==> config.mk <==
export PLATFORM = sky130hd
export DESIGN_NAME = rxdma_chan
export DESIGN_NICKNAME = d
export VERILOG_FILES = /design/src/rtl/rxdma_pkg.sv /design/src/rtl/rxdma_ctrl.sv /design/src/rtl/rxdma_dpath.sv /design/src/rtl/rxdma_chan.sv
export SDC_FILE = /design/constraint.sdc
export NUM_CORES = 1
export LEC_CHECK = 0
export BUFFER_PORTS_ARGS = -buffer_cell sky130_fd_sc_hd__clkbuf_2
export CAP_MARGIN = 20
export CORE_MARGIN = 2
export CORE_UTILIZATION = 42
export CTS_CLUSTER_SIZE = 12
export DETAILED_ROUTE_END_ITERATION = 8
export PLACE_DENSITY = 0.71
export SYNTH_ARGS = -nofsm -noshare
export SYNTH_HDL_FRONTEND = slang
export SYNTH_SLANG_ARGS = --single-unit
export TNS_END_PERCENT = 1
==> constraint.sdc <==
create_clock -name clk -period 2.8 [get_ports clk]
set_input_delay 0 -clock clk [delete_from_list [all_inputs] [get_ports clk]]
set_output_delay 0 -clock clk [all_outputs]
set_load 0.005 [all_outputs]
==> src/rtl/rxdma_pkg.sv <==
package rxdma_pkg;
  // configuration register select values
  localparam logic [1:0] REG_CTRL = 2'd0;
  localparam logic [1:0] REG_PER  = 2'd1;
  localparam logic [1:0] REG_MEM  = 2'd2;
  localparam logic [1:0] REG_CNT  = 2'd3;

  // control word bit positions
  localparam int BIT_EN     = 0;
  localparam int BIT_HALFIE = 1;
  localparam int BIT_FULLIE = 2;
  localparam int BIT_DIR    = 3;
  localparam int BIT_PRIO   = 4;

  // strobes from control to datapath
  typedef struct packed {
    logic load;
    logic step;
  } dpStb_t;
endpackage

==> src/rtl/rxdma_ctrl.sv <==
module rxdma_ctrl
  import rxdma_pkg::*;
#(
  parameter int ADDR_W = 16,
  parameter int CNT_W  = 16,
  parameter int REG_W  = 16
) (
  input  logic              clk,
  input  logic              rstN,
  input  logic              cfgWrEn,
  input  logic [1:0]        cfgAddr,
  input  logic [REG_W-1:0]  cfgWrData,
  input  logic              rxReq,
  input  logic              remZero,
  input  logic              remOne,
  input  logic              halfNext,
  output dpStb_t            stb,
  output logic [ADDR_W-1:0] perAddr,
  output logic [ADDR_W-1:0] memBase,
  output logic [CNT_W-1:0]  progCnt,
  output logic [1:0]        prio,
  output logic              eotPulse,
  output logic              irq
);
  logic enBit, dirBit, halfIe, fullIe;
  logic [1:0] prioR;
  logic [ADDR_W-1:0] perAddrR, memBaseR;
  logic [CNT_W-1:0] progCntR;
  logic eotR, irqR;
  logic ctrlWr, enabling, accept;

  assign ctrlWr   = cfgWrEn && (cfgAddr == REG_CTRL);
  assign enabling = ctrlWr && !enBit && cfgWrData[BIT_EN];
  assign accept   = rxReq && enBit && !dirBit && !remZero;

  always_ff @(posedge clk) begin
    if (!rstN) begin
      enBit  <= 1'b0;
      dirBit <= 1'b0;
      halfIe <= 1'b0;
      fullIe <= 1'b0;
      prioR  <= '0;
    end else if (ctrlWr) begin
      if (!enBit) begin
        enBit  <= cfgWrData[BIT_EN];
        halfIe <= cfgWrData[BIT_HALFIE];
        fullIe <= cfgWrData[BIT_FULLIE];
        dirBit <= cfgWrData[BIT_DIR];
        prioR  <= cfgWrData[BIT_PRIO +: 2];
      end else if (!cfgWrData[BIT_EN]) begin
        enBit <= 1'b0;
      end
    end
  end

  always_ff @(posedge clk) begin
    if (!rstN) begin
      perAddrR <= '0;
      memBaseR <= '0;
      progCntR <= '0;
    end else if (cfgWrEn && !enBit) begin
      case (cfgAddr)
        REG_PER: perAddrR <= cfgWrData[ADDR_W-1:0];
        REG_MEM: memBaseR <= cfgWrData[ADDR_W-1:0];
        REG_CNT: progCntR <= cfgWrData[CNT_W-1:0];
        default: ;
      endcase
    end
  end

  always_ff @(posedge clk) begin
    if (!rstN) begin
      eotR <= 1'b0;
      irqR <= 1'b0;
    end else begin
      eotR <= accept && remOne;
      irqR <= accept && ((halfIe && halfNext) || (fullIe && remOne));
    end
  end

  always_comb begin
    stb.load = enabling;
    stb.step = accept;
  end

  assign perAddr  = perAddrR;
  assign memBase  = memBaseR;
  assign progCnt  = progCntR;
  assign prio     = prioR;
  assign eotPulse = eotR;
  assign irq      = irqR;

  // end-of-transfer never lasts beyond one cycle
  p_eot_one_cycle_r5: assert property (@(posedge clk) disable iff (!rstN)
    eotR |=> !eotR);

  // addresses and count frozen while running
  p_cfg_frozen_r1: assert property (@(posedge clk) disable iff (!rstN)
    (enBit && cfgWrEn && cfgAddr != REG_CTRL) |=>
      ($stable(perAddrR) && $stable(memBaseR) && $stable(progCntR)));

  // an interrupt always follows an accepted transfer
  p_irq_after_xfer_r6: assert property (@(posedge clk) disable iff (!rstN)
    irqR |-> $past(accept));

  // nothing is accepted while the direction bit is set
  p_dir_blocks_r8: assert property (@(posedge clk) disable iff (!rstN)
    dirBit |-> !stb.step);
endmodule

==> src/rtl/rxdma_dpath.sv <==
module rxdma_dpath
  import rxdma_pkg::*;
#(
  parameter int ADDR_W = 16,
  parameter int CNT_W  = 16
) (
  input  logic              clk,
  input  logic              rstN,
  input  dpStb_t            stb,
  input  logic [ADDR_W-1:0] memBase,
  input  logic [CNT_W-1:0]  progCnt,
  output logic [ADDR_W-1:0] curMem,
  output logic [CNT_W-1:0]  remCnt,
  output logic              remZero,
  output logic              remOne,
  output logic              halfNext
);
  logic [ADDR_W-1:0] curMemR;
  logic [CNT_W-1:0] remCntR, halfMark;

  always_ff @(posedge clk) begin
    if (!rstN) begin
      curMemR  <= '0;
      remCntR  <= '0;
      halfMark <= '0;
    end else if (stb.load) begin
      curMemR  <= memBase;
      remCntR  <= progCnt;
      halfMark <= progCnt >> 1;
    end else if (stb.step) begin
      curMemR <= curMemR + ADDR_W'(1);
      remCntR <= remCntR - CNT_W'(1);
    end
  end

  assign curMem   = curMemR;
  assign remCnt   = remCntR;
  assign remZero  = (remCntR == '0);
  assign remOne   = (remCntR == CNT_W'(1));
  assign halfNext = ((remCntR - CNT_W'(1)) == halfMark);

  // count falls by one per transfer
  p_count_dec_r4: assert property (@(posedge clk) disable iff (!rstN)
    stb.step |=> remCntR == $past(remCntR) - CNT_W'(1));

  // address rises by one per transfer
  p_mem_inc_r4: assert property (@(posedge clk) disable iff (!rstN)
    stb.step |=> curMemR == $past(curMemR) + ADDR_W'(1));

  // control never steps an exhausted count
  p_no_underflow_r8: assert property (@(posedge clk) disable iff (!rstN)
    stb.step |-> !remZero);

  // a drained count stays drained until reloaded
  p_zero_hold_r8: assert property (@(posedge clk) disable iff (!rstN)
    (remZero && !stb.load) |=> remZero);
endmodule

==> src/rtl/rxdma_chan.sv <==
module rxdma_chan
  import rxdma_pkg::*;
#(
  parameter int ADDR_W = 16,
  parameter int CNT_W  = 16,
  localparam int REG_W = (ADDR_W > CNT_W) ? ADDR_W : CNT_W
) (
  input  logic              clk,
  input  logic              rstN,
  input  logic              cfgWrEn,
  input  logic [1:0]        cfgAddr,
  input  logic [REG_W-1:0]  cfgWrData,
  input  logic              rxReq,
  input  logic [7:0]        perRdData,
  output logic              perRdEn,
  output logic [ADDR_W-1:0] perRdAddr,
  output logic              memWrEn,
  output logic [ADDR_W-1:0] memWrAddr,
  output logic [7:0]        memWrData,
  output logic              eotPulse,
  output logic              irq,
  output logic [1:0]        chanPrio,
  output logic [CNT_W-1:0]  xferLeft
);
  dpStb_t stb;
  logic [ADDR_W-1:0] perAddr, memBase, curMem;
  logic [CNT_W-1:0] progCnt, remCnt;
  logic remZero, remOne, halfNext;

  rxdma_ctrl #(.ADDR_W(ADDR_W), .CNT_W(CNT_W), .REG_W(REG_W)) i_ctrl (
    .clk(clk), .rstN(rstN), .cfgWrEn(cfgWrEn), .cfgAddr(cfgAddr),
    .cfgWrData(cfgWrData), .rxReq(rxReq), .remZero(remZero),
    .remOne(remOne), .halfNext(halfNext), .stb(stb), .perAddr(perAddr),
    .memBase(memBase), .progCnt(progCnt), .prio(chanPrio),
    .eotPulse(eotPulse), .irq(irq)
  );

  rxdma_dpath #(.ADDR_W(ADDR_W), .CNT_W(CNT_W)) i_dpath (
    .clk(clk), .rstN(rstN), .stb(stb), .memBase(memBase),
    .progCnt(progCnt), .curMem(curMem), .remCnt(remCnt),
    .remZero(remZero), .remOne(remOne), .halfNext(halfNext)
  );

  assign perRdEn   = stb.step;
  assign perRdAddr = perAddr;
  assign memWrEn   = stb.step;
  assign memWrAddr = curMem;
  assign memWrData = perRdData;
  assign xferLeft  = remCnt;

  // write and read strobes travel together
  p_strobes_paired_r3: assert property (@(posedge clk) disable iff (!rstN)
    memWrEn == perRdEn);

  // a step never coincides with a reload
  p_no_load_step_r10: assert property (@(posedge clk) disable iff (!rstN)
    !(stb.load && stb.step));
endmodule

# After elaboration in Yosys (flattened, before gate mapping)
# Index checks and enable logic that the tools add are counted.
dict set report op_classes {
  div 0
  n_lt_le_gt_ge 0
  bitwise 1
  mux 6
  reduce_logical 22
  eq_ne 5
  add_sub_neg 2
  n_mul 0
  shifts 0
}
# operator count
set op_table {}
lappend op_table {{16-bit two-way mux} 4}
lappend op_table {{16-bit by 1-bit adder with 16-bit output, second input constant} 1}
lappend op_table {{16-bit by 1-bit equality test with 1-bit output, second input constant} 1}
lappend op_table {{16-bit by 15-bit equality test with 1-bit output} 1}
lappend op_table {{16-bit logical NOT} 1}
lappend op_table {{16-bit by 1-bit subtractor with 16-bit output, second input constant} 1}
lappend op_table {{1-bit logical AND} 11}
lappend op_table {{2-bit AND reduction} 4}
lappend op_table {{2-bit equality test, second input constant} 2}
lappend op_table {{1-bit logical NOT} 3}
lappend op_table {{2-bit by 1-bit equality test with 1-bit output, second input constant} 1}
lappend op_table {{2-bit logical NOT} 1}
lappend op_table {{1-bit two-way mux} 2}
lappend op_table {{2-bit nonzero test} 1}
lappend op_table {{1-bit logical OR} 1}
lappend op_table {{1-bit NOT} 1}
dict set report totals {
  register_bits 103
  romBits 0
  mem_count 0
  latchBits 0
  input_bits 30
  output_inout_bits 62
  ramBits 0
  elab_cells 49
}

# Logic depth before layout (Yosys ltp)
dict set report depth {
  word_depth 5
  mapped_depth 13
  ltp_nobuf 9
}

# By module
# Synthesis repeated with hierarchy kept, for this count alone.
dict set report unflattened {
  hier_cells 541
  hier_area_um2 4863.4
}
# mod area_each_um2 n_inst cells_each
set by_module_without_submodules {}
lappend by_module_without_submodules {rxdma_dpath 2685.1 1 325}
lappend by_module_without_submodules {rxdma_ctrl 2110.8 1 207}
lappend by_module_without_submodules {rxdma_chan 67.6 1 9}

# Least setup slack after synthesis
# OpenSTA, ideal clock, no wires.
dict set report synth_timing {
  path_type {reg2reg}
  start {register i_dpath.remCntR[0] (netlist: i_dpath.remCnt[0])}
  end {register i_ctrl.irqR (netlist: i_ctrl.irq)}
  path_buffers 2
  path_slack_ps 217
  arrival_ps 2466
  stages_incl_launch_ff 11
  period_less_slack_ps 2583
  t_required_ps 2683
  cell_sequence {dfxtp_1 > inv_1 > ha_1 > buf_4 > or3b_1 > buf_2 > or4_4 > or3_4 > xnor2_1 > nor3_1 > a32o_1}
}
dict set report synth_between {
  elab_chain_len 5
  elab_cells_between_ends 10
  cone_classes {add/sub: 1; eq/ne: 2; reduce/logical: 7}
}
# element line_no
set synth_rtl {}
lappend synth_rtl {{from (decl)} rxdma_dpath.sv:19} ;# logic [CNT_W-1:0] remCntR, halfMark;
lappend synth_rtl {{from (signal assigned)} rxdma_dpath.sv:28} ;# remCntR <= progCnt;
lappend synth_rtl {{from (signal assigned)} rxdma_dpath.sv:32} ;# remCntR <= remCntR - CNT_W'(1);
lappend synth_rtl {{16-bit by 1-bit subtractor with 16-bit output} rxdma_dpath.sv:40} ;# assign halfNext = ((remCntR - CNT_W'(1)) == halfMark);
lappend synth_rtl {{16-bit by 15-bit equality test with 1-bit output} rxdma_dpath.sv:40}
lappend synth_rtl {{1-bit logical AND} rxdma_ctrl.sv:77} ;# irqR <= accept && ((halfIe && halfNext) || (fullIe && remOne));
lappend synth_rtl {{1-bit logical OR} rxdma_ctrl.sv:77}
lappend synth_rtl {{1-bit logical AND *} rxdma_ctrl.sv:77}
lappend synth_rtl {{to (signal assigned)} rxdma_ctrl.sv:77}
lappend synth_rtl {{to (decl)} rxdma_ctrl.sv:29} ;# logic eotR, irqR;
# Every way passes the cells marked *; elsewhere a longest branch is shown, timed or not.
# A chain may end at the register's enable or synchronous reset.

# Worst setup path in the final report
dict set report layout_timing {
  start {register i_dpath.remCntR[0] (netlist: i_dpath.remCnt[0])}
  end {register i_dpath.remCntR[9] (netlist: i_dpath.remCnt[9])}
}
dict set report layout_between {
  elab_chain_len 4
  elab_cells_between_ends 7
  cone_classes {add/sub: 1; mux: 2; reduce/logical: 4}
}
# element
set layout_rtl {}
lappend layout_rtl {{parallel branches: the longest is 4 deep, another holds 16-bit by 1-bit subtractor with 16-bit output}}
# Several ways; the timed one is not identified. The select of a mux whose other input is x is not followed.

==> results.cfg <==
[global_routing]
grt_util_met1_pct = 29.90
track_usage_pct = 22.04
grt_pass1_wl_mm = 22.29
busiest_layer = met2
grt_max_degree = 55
antenna_found_initial = 0
use_met2_pct = 34.63
grtUsageMet3_pct = 3.974
grt_pass1_vias = 4598
grt-ovfl-total = 0

[sta]
worst_pin_slew_ns = 0.8353
relSlewSlack_pct = 44.23
fmax_mhz = 378.5
setup-violations-final = 0
drv_slew = 0
setup_tns_ns = 0
layout_min_cycle_time_ns = 2.642
hold_viol = 0
min_period_over_period_pct = 94.35
layout_setup_ws_ns = 0.1583
rsz0062_at_grt = no
final.setup_skew_ns = 0.007749

[clock_tree]
htree_num_levels = 3
clock_path_buffers = 2
cts_buffers = 9
cts_setup_buffers = 0
worstSkewPairLatency_ns = 0.35
clock-root-buffer = clkbuf_16
clock-sinks = 103
clk_pin_slew_ns = 0.07
cts_tree = yes

[power_and_ir_drop]
power_frac_clock_pct = 39.3
swShare_pct = 24.33
power_density_nw_per_um2 = 512.3
cellInternalPower_uw = 2225
leakagePower_uw = 0.002146
p_comb_share_pct = 9.1
peakVddDrop_mv = 0.2751
p_switching_uw = 715.4
power_frac_seq_pct = 51.6

[logic_synthesis]
yosysUniqueCellTypes = 52
synth_edf_count = 0
synth_top_cell_by_area = dfxtp_1
syn_avg_cell_area_um2 = 7.889
synth_area_leaders = dfxtp_1 (42%), nand2_1 (12%), a21boi_0 (6.3%), a21oi_1 (4.0%), nor2_1 (2.7%)
ys.warnings.count = 0
yosysSeqAreaShare_pct = 42.43
syn_area_um2 = 4860
async_flop_share_pct = 0
synth-seq-cells = 103
yosys_most_used_dff = dfxtp_1
yosysTopAreaCellShare_pct = 42.43
synth.most_common_cell = nand2_1
netlist_instances = 616
synthTopCellsByCount = nand2_1 (150), dfxtp_1 (103), a21boi_0 (41), a21oi_1 (39), nor2_1 (35)
synth_nets = 649

[die]
die_w_um = 111.6
die_h_um = 111.6
row_count = 39
io_pins = 92
core_area_um2 = 11370
dieArea_um2 = 12450
start_util_pct = 42.74

[detailed_routing]
vias_per_cell = 5.575
drt_iter0_drc = 292
avgRoutedWirePerCell_um = 16.34
num_vias = 4644
final_antenna_net_count = 0
drc = 0
first_pass_iters = 5
wl_mm = 13.62

[outcome]
outcome = finished clean

[critical_path]
critPathRequiredTime_ns = 3.00
slowest_delay_ns = 0.49
worst-path-buf-inv = 2
crit_chain = inv_1 > ha_1 > or3b_1 > nor4_2 > a211o_1 > buf_4 > nor2_1 > a222oi_1 > nor2_1
crit_family = simple AND/OR/NAND/NOR gates
crit_top_cell = nor2_1
end_kind = flop
cp.arrival_ns = 2.84
critical_path_class = reg -> reg
crit_fanout = 36
cp-start-kind = flop
cp_slowest_cell = or3b_1

[placed_design]
placed_cells = 799
place_ws_ns = 0.1993
io_buffers = 75
dpl.hpwl_mm = 9.422
place.gp.congestion = 0.9155

[cells_and_area]
fillers = 1093
layoutNonFillerInstCount = 833
antenna_cells = 0
syn_to_final_growth_pct = 18.10
drive_gt1_share_pct = 16.09
regArea_um2 = 2062
multi_input_area_um2 = 2501
fin_nets = 719

[job]
drv_cap = 0

[hold_path]
min_path_type = in -> out
[final cells by class]
type,instances,share of cell area (%)
Clock buffer,11,4.229
Clock inverter,4,0.3924
Inverter,11,0.7194
Multi-Input combinational cell,452,43.58
Sequential cell,103,35.93
Tap cell,143,3.118
Timing Repair Buffer,109,12.03
[metrics by stage]
step	util (%)	hold WS, ns	instance area (µm²)	power [µW]
floorplan	-	0.08082	4860	1712
global placement	46.47	0.00003806	5284	1788
detailed placement	46.47	0.00003806	5284	1795
CTS	50.48	0.00003806	5739	2950
global route	50.48	0.000009670	5739	3047
finish	50.48	0.000002249	5739	2940
[layout by cell type (no fill, tap or decap), types with 4 or more instances in the layout]
master,n
and2_1,5
nor3_1,20
xor2_1,7
inv_1,9
and3_1,4
dfxtp_1,103
xnor2_1,15
a22oi_1,4
a21boi_0,41
buf_4,14
nor2b_1,6
nand3_1,15
a21oi_1,39
a21boi_1,8
or3_1,7
a32oi_1,7
o21ai_0,24
dlygate4sd3_1,19
mux2i_1,5
clkbuf_2,75
clkbuf_16,9
a31oi_1,13
nor2_1,35
nand2_1,150
nor4_1,7
[routing by layer]
| metal | wire length (µm) | vias up |
|---|---|---|
| met5 | 0 | - |
| met4 | 385 | 0 |
| met3 | 814 | 37 |
| met2 | 6106 | 170 |
| met1 | 6308 | 2180 |
| li1 | - | 2257 |
[registers in the layout, indices dropped and copies added, names as in the netlist]
register / flops
i_ctrl.perAddr: 16
i_ctrl.fullIe: 1
i_ctrl.dirBit: 1
i_dpath.remCnt: 16
i_ctrl.enBit: 1
i_dpath.curMem: 16
i_ctrl.eotPulse: 1
i_ctrl.prio: 2
i_ctrl.memBase: 16
i_ctrl.halfIe: 1
i_ctrl.progCnt: 16
i_ctrl.irq: 1
i_dpath.halfMark: 15
[final timing paths]
check	from	end	slack [ns]	cells past startpoint
setup / recovery	i_dpath.remCnt[0]	i_dpath.remCnt[9]	0.16	9
hold / removal	perRdData[3]	memWrData[3]	0.000002	0
setup reg to reg	i_dpath.remCnt[0]	i_dpath.remCnt[9]	0.16	9
hold reg to reg	i_ctrl.perAddr[13]	i_ctrl.perAddr[13]	0.46	2
[power by group through the flow]
stage	sequential [µW]	combinational, µW	clock (µW)
floorplan	1550	166	0
global placement	1550	238	0
detailed placement	1550	244	0
CTS	1520	266	1170
global route	1520	294	1230
finish	1520	268	1150
[cells by family after synthesis]
logic type,count (synthesis),synth area share [%]
buffers and inverters,61,6.102
muxes,5,1.030
DFF,103,42.43
adders and majority gates,3,0.7725
and+or+nand+nor,270,25.28
AOI/OAI and AO/OA,152,20.42
xor gates and xnor gates,22,3.965
[repair_timing]
action | 4_1_cts | 5_1_grt
gates resized for setup | 0 | 0
hold buffers | 19 | 0
hold endpoints to repair | 51 | 0
endpoints found under the setup margin | 0 | 0
Note: power is estimated with default switching activity, not from simulation.
